## src/rtl/symgrp_pkg.sv

```systemverilog
package symgrp_pkg;
  localparam int unsigned DATA_W = 8;
  localparam int unsigned WID_W  = 3;
  localparam int unsigned EDG_W  = 2;
  localparam int unsigned DIV_W  = 3;
  localparam int unsigned LVL_W  = 3;
  localparam int unsigned CNT_W  = $clog2(DATA_W) + 1;

  typedef struct packed {
    logic [WID_W-1:0] width;
    logic [EDG_W-1:0] edg;
    logic [DIV_W-1:0] div;
  } tctl_t;

  typedef enum logic [1:0] {
    ST_IDLE = 2'd0,
    ST_UP   = 2'd1,
    ST_SEND = 2'd2,
    ST_DN   = 2'd3
  } ser_state_e;

  function automatic logic [CNT_W-1:0] grp_len(input logic [WID_W-1:0] code);
    if (code == '0) grp_len = CNT_W'(2);
    else            grp_len = CNT_W'(code) + CNT_W'(1);
  endfunction
endpackage

```

## src/rtl/symgrp_ctrl_reg.sv

```systemverilog
module symgrp_ctrl_reg
  import symgrp_pkg::*;
(
  input  logic              clk_i,
  input  logic              rst_ni,
  input  logic              wr_i,
  input  logic [DATA_W-1:0] wdata_i,
  output tctl_t             ctl_o
);
  always_ff @(posedge clk_i or negedge rst_ni) begin
    if (!rst_ni)   ctl_o <= '0;
    else if (wr_i) ctl_o <= tctl_t'(wdata_i);
  end
endmodule

```

## src/rtl/symgrp_tick_div.sv

```systemverilog
module symgrp_tick_div #(
  parameter int unsigned W = 3
) (
  input  logic         clk_i,
  input  logic         rst_ni,
  input  logic         clr_i,
  input  logic [W-1:0] lim_i,
  input  logic         en_i,
  output logic         tick_o
);
  logic [W-1:0] cnt_q;

  assign tick_o = en_i && (cnt_q >= lim_i);

  always_ff @(posedge clk_i or negedge rst_ni) begin
    if (!rst_ni)     cnt_q <= '0;
    else if (clr_i)  cnt_q <= '0;
    else if (tick_o) cnt_q <= '0;
    else if (en_i)   cnt_q <= cnt_q + W'(1);
  end
endmodule

```

## src/rtl/symgrp_shifter.sv

```systemverilog
module symgrp_shifter
  import symgrp_pkg::*;
(
  input  logic              clk_i,
  input  logic              rst_ni,
  input  logic              load_i,
  input  logic [DATA_W-1:0] ldata_i,
  input  logic [WID_W-1:0]  lwidth_i,
  input  logic              tick_i,
  input  logic              step_i,
  output logic              busy_o,
  output logic              sym_o,
  output logic [LVL_W-1:0]  ramp_o,
  output logic              div_clr_o,
  output logic              step_clr_o
);
  localparam logic [LVL_W-1:0] LVL_TOP = '1;

  ser_state_e        st_q;
  logic [LVL_W-1:0]  stp_q;
  logic [DATA_W-1:0] buf_q, sh_q;
  logic [CNT_W-1:0]  buf_n_q, rem_q;
  logic              full_q, sym_q;
  logic              take, accept, grp_done;

  assign accept   = load_i && !full_q;
  assign grp_done = (st_q == ST_SEND) && tick_i && (rem_q == '0);
  assign take     = ((st_q == ST_UP) && step_i && (stp_q == LVL_TOP)) ||
                    (grp_done && full_q);

  always_ff @(posedge clk_i or negedge rst_ni) begin
    if (!rst_ni) begin
      full_q  <= 1'b0;
      buf_q   <= '0;
      buf_n_q <= '0;
    end else if (accept) begin
      full_q  <= 1'b1;
      buf_q   <= ldata_i;
      buf_n_q <= grp_len(lwidth_i);
    end else if (take) begin
      full_q  <= 1'b0;
    end
  end

  always_ff @(posedge clk_i or negedge rst_ni) begin
    if (!rst_ni) begin
      sym_q <= 1'b0;
      sh_q  <= '0;
      rem_q <= '0;
    end else if (take) begin
      sym_q <= buf_q[0];
      sh_q  <= buf_q >> 1;
      rem_q <= buf_n_q - CNT_W'(1);
    end else if ((st_q == ST_SEND) && tick_i && (rem_q != '0)) begin
      sym_q <= sh_q[0];
      sh_q  <= sh_q >> 1;
      rem_q <= rem_q - CNT_W'(1);
    end
  end

  always_ff @(posedge clk_i or negedge rst_ni) begin
    if (!rst_ni) begin
      st_q  <= ST_IDLE;
      stp_q <= '0;
    end else begin
      unique case (st_q)
        ST_IDLE: begin
          stp_q <= '0;
          if (full_q) st_q <= ST_UP;
        end
        ST_UP: if (step_i) begin
          if (stp_q == LVL_TOP) begin
            st_q  <= ST_SEND;
            stp_q <= '0;
          end else begin
            stp_q <= stp_q + LVL_W'(1);
          end
        end
        ST_SEND: if (grp_done && !full_q) begin
          st_q  <= ST_DN;
          stp_q <= '0;
        end
        ST_DN: if (step_i) begin
          if (stp_q == LVL_TOP) begin
            st_q  <= ST_IDLE;
            stp_q <= '0;
          end else begin
            stp_q <= stp_q + LVL_W'(1);
          end
        end
        default: st_q <= ST_IDLE;
      endcase
    end
  end

  always_comb begin
    unique case (st_q)
      ST_UP:   ramp_o = stp_q;
      ST_SEND: ramp_o = LVL_TOP;
      ST_DN:   ramp_o = LVL_TOP - stp_q;
      default: ramp_o = '0;
    endcase
  end

  // divider phase restarts with each burst; step counter restarts per edge
  assign div_clr_o  = (st_q == ST_IDLE);
  assign step_clr_o = (st_q == ST_IDLE) || (st_q == ST_SEND);
  assign busy_o     = full_q;
  assign sym_o      = sym_q;
endmodule

```

## src/rtl/symgrp_ser.sv

```systemverilog
module symgrp_ser
  import symgrp_pkg::*;
(
  input  logic              clk_i,
  input  logic              rst_ni,
  input  logic              wr_en_i,
  input  logic              sel_i,
  input  logic [DATA_W-1:0] wdata_i,
  output logic [DATA_W-1:0] rd_data_o,
  output logic              busy_o,
  output logic              sym_o,
  output logic [LVL_W-1:0]  ramp_o
);
  tctl_t ctl;
  logic  tick, step, div_clr, step_clr;

  symgrp_ctrl_reg u_ctrl (
    .clk_i   (clk_i),
    .rst_ni  (rst_ni),
    .wr_i    (wr_en_i && !sel_i),
    .wdata_i (wdata_i),
    .ctl_o   (ctl)
  );

  symgrp_tick_div #(.W(DIV_W)) u_symdiv (
    .clk_i  (clk_i),
    .rst_ni (rst_ni),
    .clr_i  (div_clr),
    .lim_i  (ctl.div),
    .en_i   (1'b1),
    .tick_o (tick)
  );

  // counts serializer ticks, so the step length is the product of both divides
  symgrp_tick_div #(.W(EDG_W)) u_edgediv (
    .clk_i  (clk_i),
    .rst_ni (rst_ni),
    .clr_i  (step_clr),
    .lim_i  (ctl.edg),
    .en_i   (tick),
    .tick_o (step)
  );

  symgrp_shifter u_shift (
    .clk_i      (clk_i),
    .rst_ni     (rst_ni),
    .load_i     (wr_en_i && sel_i),
    .ldata_i    (wdata_i),
    .lwidth_i   (ctl.width),
    .tick_i     (tick),
    .step_i     (step),
    .busy_o     (busy_o),
    .sym_o      (sym_o),
    .ramp_o     (ramp_o),
    .div_clr_o  (div_clr),
    .step_clr_o (step_clr)
  );

  assign rd_data_o = DATA_W'(ctl);
endmodule

```

## config.mk

```make
export PLATFORM = sky130hd
export DESIGN_NAME = symgrp_ser
export DESIGN_NICKNAME = d
export VERILOG_FILES = /design/src/rtl/symgrp_pkg.sv /design/src/rtl/symgrp_ctrl_reg.sv /design/src/rtl/symgrp_tick_div.sv /design/src/rtl/symgrp_shifter.sv /design/src/rtl/symgrp_ser.sv
export SDC_FILE = /design/constraint.sdc
export NUM_CORES = 1
export LEC_CHECK = 0
export ABC_CLOCK_PERIOD_IN_PS = 3000
export BUFFER_PORTS_ARGS = -buffer_cell sky130_fd_sc_hd__buf_2
export CORE_UTILIZATION = 58
export DETAILED_ROUTE_END_ITERATION = 8
export MAX_ROUTING_LAYER = met4
export PLACE_DENSITY = 0.81
export SYNTH_ARGS = -nofsm -noshare
export SYNTH_HDL_FRONTEND = slang
export SYNTH_SLANG_ARGS = --single-unit
```

## constraint.sdc

```tcl
create_clock -name clk_i -period 3 [get_ports clk_i]
set_input_delay 0.6 -clock clk_i [delete_from_list [all_inputs] [get_ports clk_i]]
set_output_delay 0.6 -clock clk_i [all_outputs]
set_load 0.03 [all_outputs]
```

-- After elaboration in Yosys (flattened, before gate mapping)
Index checks and enable logic that the tools add are counted.
- bits in registers: 44
- input port bits: 12
- output and inout bits: 13
- word-level logic and storage cells: 84
- $add $sub $neg: 7
- order comparisons: 2
- equality and inequality tests: 11
- multiplexer cells: 26
- reduce and logical (&&, ||, !) cells: 25
- operators by type and width (kind ; count):
    $mux 2 ; 9
    $pmux 3 s3 ; 2
    $mux 8 ; 2
    $mux 3 ; 5
    $mux 4 ; 3
    $logic_and 1x1->1 ; 11
    $ne 2x1->1 const B ; 5
    $pmux 2 s4 ; 1
    $sub 4x1->4 const B ; 2
    $add 3x1->3 const B ; 2
    $reduce_and 6->1 ; 1
    $add 3x1->4 const B ; 1
    $eq 2x2->1 const B ; 2
    $logic_not 4->1 ; 1
    $mux 1 ; 4
    $ne 2x2->1 const B ; 2
    $reduce_bool 2->1 ; 2
    $reduce_bool 4->1 ; 1
    $eq 3x3->1 const B ; 1
    $ge 3x3->1 ; 1
    $logic_not 3->1 ; 1
    $reduce_bool 3->1 ; 1
    $sub 3x3->3 const A ; 1
    $add 2x1->2 const B ; 1
    other kinds (7) ; 9

-- Logic depth before layout (Yosys ltp)
- word-level depth: 7
- mapped depth: 12
- mapped depth without buffers: 11

-- Hierarchy
Synthesis repeated with hierarchy kept, for this count alone.
- cell total of the unflattened synthesis: 222
- area total of the unflattened synthesis: 2353.5 µm²
- modules (own cells, without submodules) (module ; instances ; cells each ; area an instance (µm²)):
    symgrp_shifter ; 1 ; 160 ; 1600.3
    symgrp_ctrl_reg ; 1 ; 17 ; 331.6
    symgrp_tick_div at u_symdiv ; 1 ; 26 ; 256.5
    symgrp_tick_div at u_edgediv ; 1 ; 16 ; 145.1
    symgrp_ser ; 1 ; 3 ; 20.0

-- Worst setup path after synthesis
Ideal clock, no wire load.
- kind: reg2reg
- start: reg u_ctrl.ctl_o[3] (netlist bit)
- end: reg u_shift.rem_q[2]
- setup time: 0.079 ns
- data arrival time: 2.327 ns
- data required time: 2.921 ns
- setup slack: 0.593 ns
- stages on the path, launching flop included: 12
- buffers on the path: 1
- period minus slack after synthesis: 2.407 ns
- path through: dfrtp_1 ha_1 nand2b_1 a21oi_1 o22ai_2 nand2_2 buf_6 mux2i_1 ha_1 nand4_1 xor2_1 mux2i_1
- cells in the longest elaborated chain, start to end: 6
- RTL lines (what ; line ; text):
    start, declared ; symgrp_ctrl_reg.sv:8 ; output tctl_t ctl_o
    start signal, assigned ; symgrp_ctrl_reg.sv:12 ; else if (wr_i) ctl_o <= tctl_t'(wdata_i);
    $ge 2x2->1 * ; symgrp_tick_div.sv:13 ; assign tick_o = en_i && (cnt_q >= lim_i);
    $logic_and 1x1->1 * ; symgrp_tick_div.sv:13 ;
    $logic_and 1x1->1 * (2 in a row) ; symgrp_shifter.sv:28 ; assign take = ((st_q == ST_UP) && step_i && (stp_q == LVL_TOP)) ||
    $logic_or 1x1->1 * ; symgrp_shifter.sv:28 ;
    $mux 4 or $reduce_bool 2->1 (tied branches) ; - ;
    end signal, assigned ; symgrp_shifter.sv:53 ; rem_q <= buf_n_q - CNT_W'(1);
    end signal, assigned ; symgrp_shifter.sv:57 ; rem_q <= rem_q - CNT_W'(1);
    end, declared ; symgrp_shifter.sv:22 ; logic [CNT_W-1:0] buf_n_q, rem_q;
Mark *: on every way between the ends. The rest lies on a longest branch, timed or not.
A chain may end at the register's enable or synchronous reset.

-- Worst setup path after layout
- start: reg u_edgediv.cnt_q[0]
- end: reg u_shift.rem_q[2]
- cells in the longest elaborated chain, start to end: 6
- RTL lines (what ; line ; text):
    start, declared ; symgrp_tick_div.sv:11 ; logic [W-1:0] cnt_q;
    start signal, assigned ; symgrp_tick_div.sv:19 ; else if (en_i) cnt_q <= cnt_q + W'(1);
    $ge 2x2->1 * ; symgrp_tick_div.sv:13 ;
    $logic_and 1x1->1 * ; symgrp_tick_div.sv:13 ;
    $logic_and 1x1->1 * (2 in a row) ; symgrp_shifter.sv:28 ;
    $logic_or 1x1->1 * ; symgrp_shifter.sv:28 ;
    $mux 4 or $reduce_bool 2->1 (tied branches) ; - ;
Marks and branches as above.

==> results.sh <==
export IMPL_synth_top_cell_area_share_pct=47.0
export IMPL_portBuffers=24
export IMPL_max_slew_worst_pin_slew_ns=0.931
export IMPL_drt_iter0_markers=73
export IMPL_switching_share_pct=40.0
export IMPL_hpwl_um=2830
export IMPL_status="finished, final reports clean"
export IMPL_powerDensity_mw_per_mm2=984
export IMPL_start_kind="register"
export IMPL_drt_vias_per_instance=5.51
export IMPL_power_frac_seq_pct=38.4
export IMPL_drive_gt1_share_pct=28.7
export IMPL_synth_cell_types=40
export IMPL_wl_um=3880
export IMPL_synth_top_cell_by_area="dfrtp_1"
export IMPL_hold_viol=0
export IMPL_grt_max_degree=44
export IMPL_finalSetupTns_ns=0
export IMPL_ys_flop_type="dfrtp_1"
export IMPL_skew_ns=0.00816
export IMPL_cts_sinks=43
export IMPL_clkPwrFrac_pct=14.5
export IMPL_gr_total_overflow=0
export IMPL_p_leak_uw=0.00125
export IMPL_cts_resized=0
export IMPL_synth_area_mm2=0.00229
export IMPL_clk_path_buf_depth=2
export IMPL_fp_dieH_um=64.8
export IMPL_synthCells=196
export IMPL_syn_area_per_cell_um2=11.7
export IMPL_synthMostInstantiatedCell="dfrtp_1"
export IMPL_ant_nets=0
export IMPL_fp_row_count=22
export IMPL_num_io_pins=25
export IMPL_synth_seq_cells=43
export IMPL_utilization_pct=68.0
export IMPL_layout_min_cycle_time_ns=2.56
export IMPL_hold_path_class="primary input to async pin"
export IMPL_timing_slew_headroom_pct=38.0
export IMPL_core_area_mm2=0.00372
export IMPL_period_share_pct=85.2
export IMPL_antenna_found_initial=0
export IMPL_netlist_top_cells_count="dfrtp_1, mux2_2, ha_1"
export IMPL_maxCapViolations=0
export IMPL_tritoncts="done"
export IMPL_cp_max_fo=14
export IMPL_crit_required_ns=3.23
export IMPL_vias=1493
export IMPL_grt_pass1_wl_um=6800
export IMPL_clock_fmax_mhz=391
export IMPL_criticalPathCategory="register to register"
export IMPL_die_w_um=64.8
export IMPL_cts_clk_slew_worst_paths_ns=0.08
export IMPL_holdBufCountCts=0
export IMPL_gp_congestion=0.803
export IMPL_combPwrFrac_pct=47.1
export IMPL_grt_usage_pct=22.2
export IMPL_drt_wirelength_per_cell_um=14.3
export IMPL_area_growth_pct=10.4
export IMPL_p_int_uw=1490
export IMPL_grt_pass1_vias=1531
export IMPL_synth_nets=223
export IMPL_initial_core_util_pct=61.6
export IMPL_cts_max_level=2
export IMPL_final_nets=249
export IMPL_die_area_mm2=0.00420
export IMPL_rsz0062_at_grt="false"
export IMPL_drc=0
export IMPL_p_switching_uw=996
export IMPL_postSynth_asyncResetShare_pct=100
export IMPL_slew_violations=0
export IMPL_critPathCaptureType="register"
export IMPL_cts_buffers=5
export IMPL_num_antenna_cells=0
export IMPL_firstDrtPassIters=4
export IMPL_netlist_top_cells_area="dfrtp_1, mux2_2, ha_1"
export IMPL_clk_latency_ns=0.30
export IMPL_setup_violations_final=0
export IMPL_yosysWarningCount=0
export IMPL_post_cts_setup_buffers=0
export IMPL_ys_seq_area_share_pct=47.0
export IMPL_synth_edf_count=0
export IMPL_root_buffer="clkbuf_8"
export IMPL_crit_arrival_ns=2.78
export IMPL_vdd_ir_drop_max_v=0.000403
-- metrics by stage --
stage	power (uW)	area [um2]	worst slack (ns)	hold WS [ns]	std cells
after floorplan	1890	2290	0.593	0.304	196
after global placement	2100	2440	0.575	0.467	263
after detailed placement	2140	2440	0.448	0.476	263
after CTS	2510	2530	0.434	0.462	271
after global routing	2680	2530	0.183	0.499	271
final	2490	2530	0.443	0.423	271
-- layer usage --
metal	share of wire (%)	global-route usage [%]
met5	0	-
met4	1.1	8.33
met2	49	35.7
met3	3.5	6.16
met1	46	26.5
-- placed cells by master, fill, tap and decap left out, types with 7 or more instances in the layout --
cell      n
nor2_1    7
o21ai_0   9
inv_1    12
nand2_1  14
mux2_2   18
buf_2    24
ha_1     15
mux2i_1   8
dfrtp_1  43
nor2b_1   8
-- kinds of logic after synthesis --
logic type / Yosys count / synth area share (%)
adder cells (fa/ha/maj): 15 / 8.20
AND/OR/NAND/NOR: 50 / 11.7
AO/OA/AOI/OAI: 28 / 9.45
flip-flops: 43 / 47.0
multiplexers: 36 / 17.9
buffers and inverters: 19 / 3.77
XOR/XNOR: 5 / 1.91
-- critical path, cell delays in order, from the launching register on --
cell      delay, ns
dfrtp_1        0.40
inv_1          0.09
ha_1           0.23
nand2b_1       0.17
a21oi_1        0.27
o22ai_2        0.15
nand2_2        0.33
mux2i_1        0.26
ha_1           0.20
nand4_1        0.11
xor2_1         0.16
mux2i_1        0.12
-- final timing paths --
check | slack, ns | cells past startpoint | from | endpoint
worst max-delay path | 0.44 | 11 | u_edgediv.cnt_q[0] | u_shift.rem_q[2]
worst min-delay path | 0.42 | 1 | rst_ni | u_shift.buf_q[2]
worst max register to register | 0.44 | 11 | u_edgediv.cnt_q[0] | u_shift.rem_q[2]
worst min register to register | 0.48 | 1 | u_symdiv.cnt_q[0] | u_symdiv.cnt_q[0]
max in group asynchronous | 1.98 | 1 | rst_ni | u_shift.stp_q[1]
min in group clk_i | 0.48 | 1 | u_symdiv.cnt_q[0] | u_symdiv.cnt_q[0]
-- layout make-up --
class | count | area (um2)
sequential | 43 | 1080
tap | 48 | 60.1
clock buffer | 6 | 72.6
timing repair buffer | 26 | 135
inverter | 12 | 45.0
clock inverter | 2 | 12.5
multi-input combinational | 134 | 1130
fill | 304 | 1190
-- power by group through the flow --
stage               Combinational, uW  Clock, uW  Sequential [uW]
floorplan                         923          0              966
global placement                 1140          0              960
detailed placement               1180          0              968
CTS                              1180        369              955
global route                     1310        391              982
finish                           1170        361              955
-- flip-flops by register name, summed over array words and instances, names as in the netlist --
name and count:
u_shift.sym_o 1, u_ctrl.ctl_o 8, u_shift.buf_n_q 4, u_shift.rem_q 4
u_shift.buf_q 8, u_shift.stp_q 3, u_shift.st_q 2, u_shift.busy_o 1
u_symdiv.cnt_q 3, u_edgediv.cnt_q 2, u_shift.sh_q 7
No activity file was read; power rests on OpenSTA's default activity.
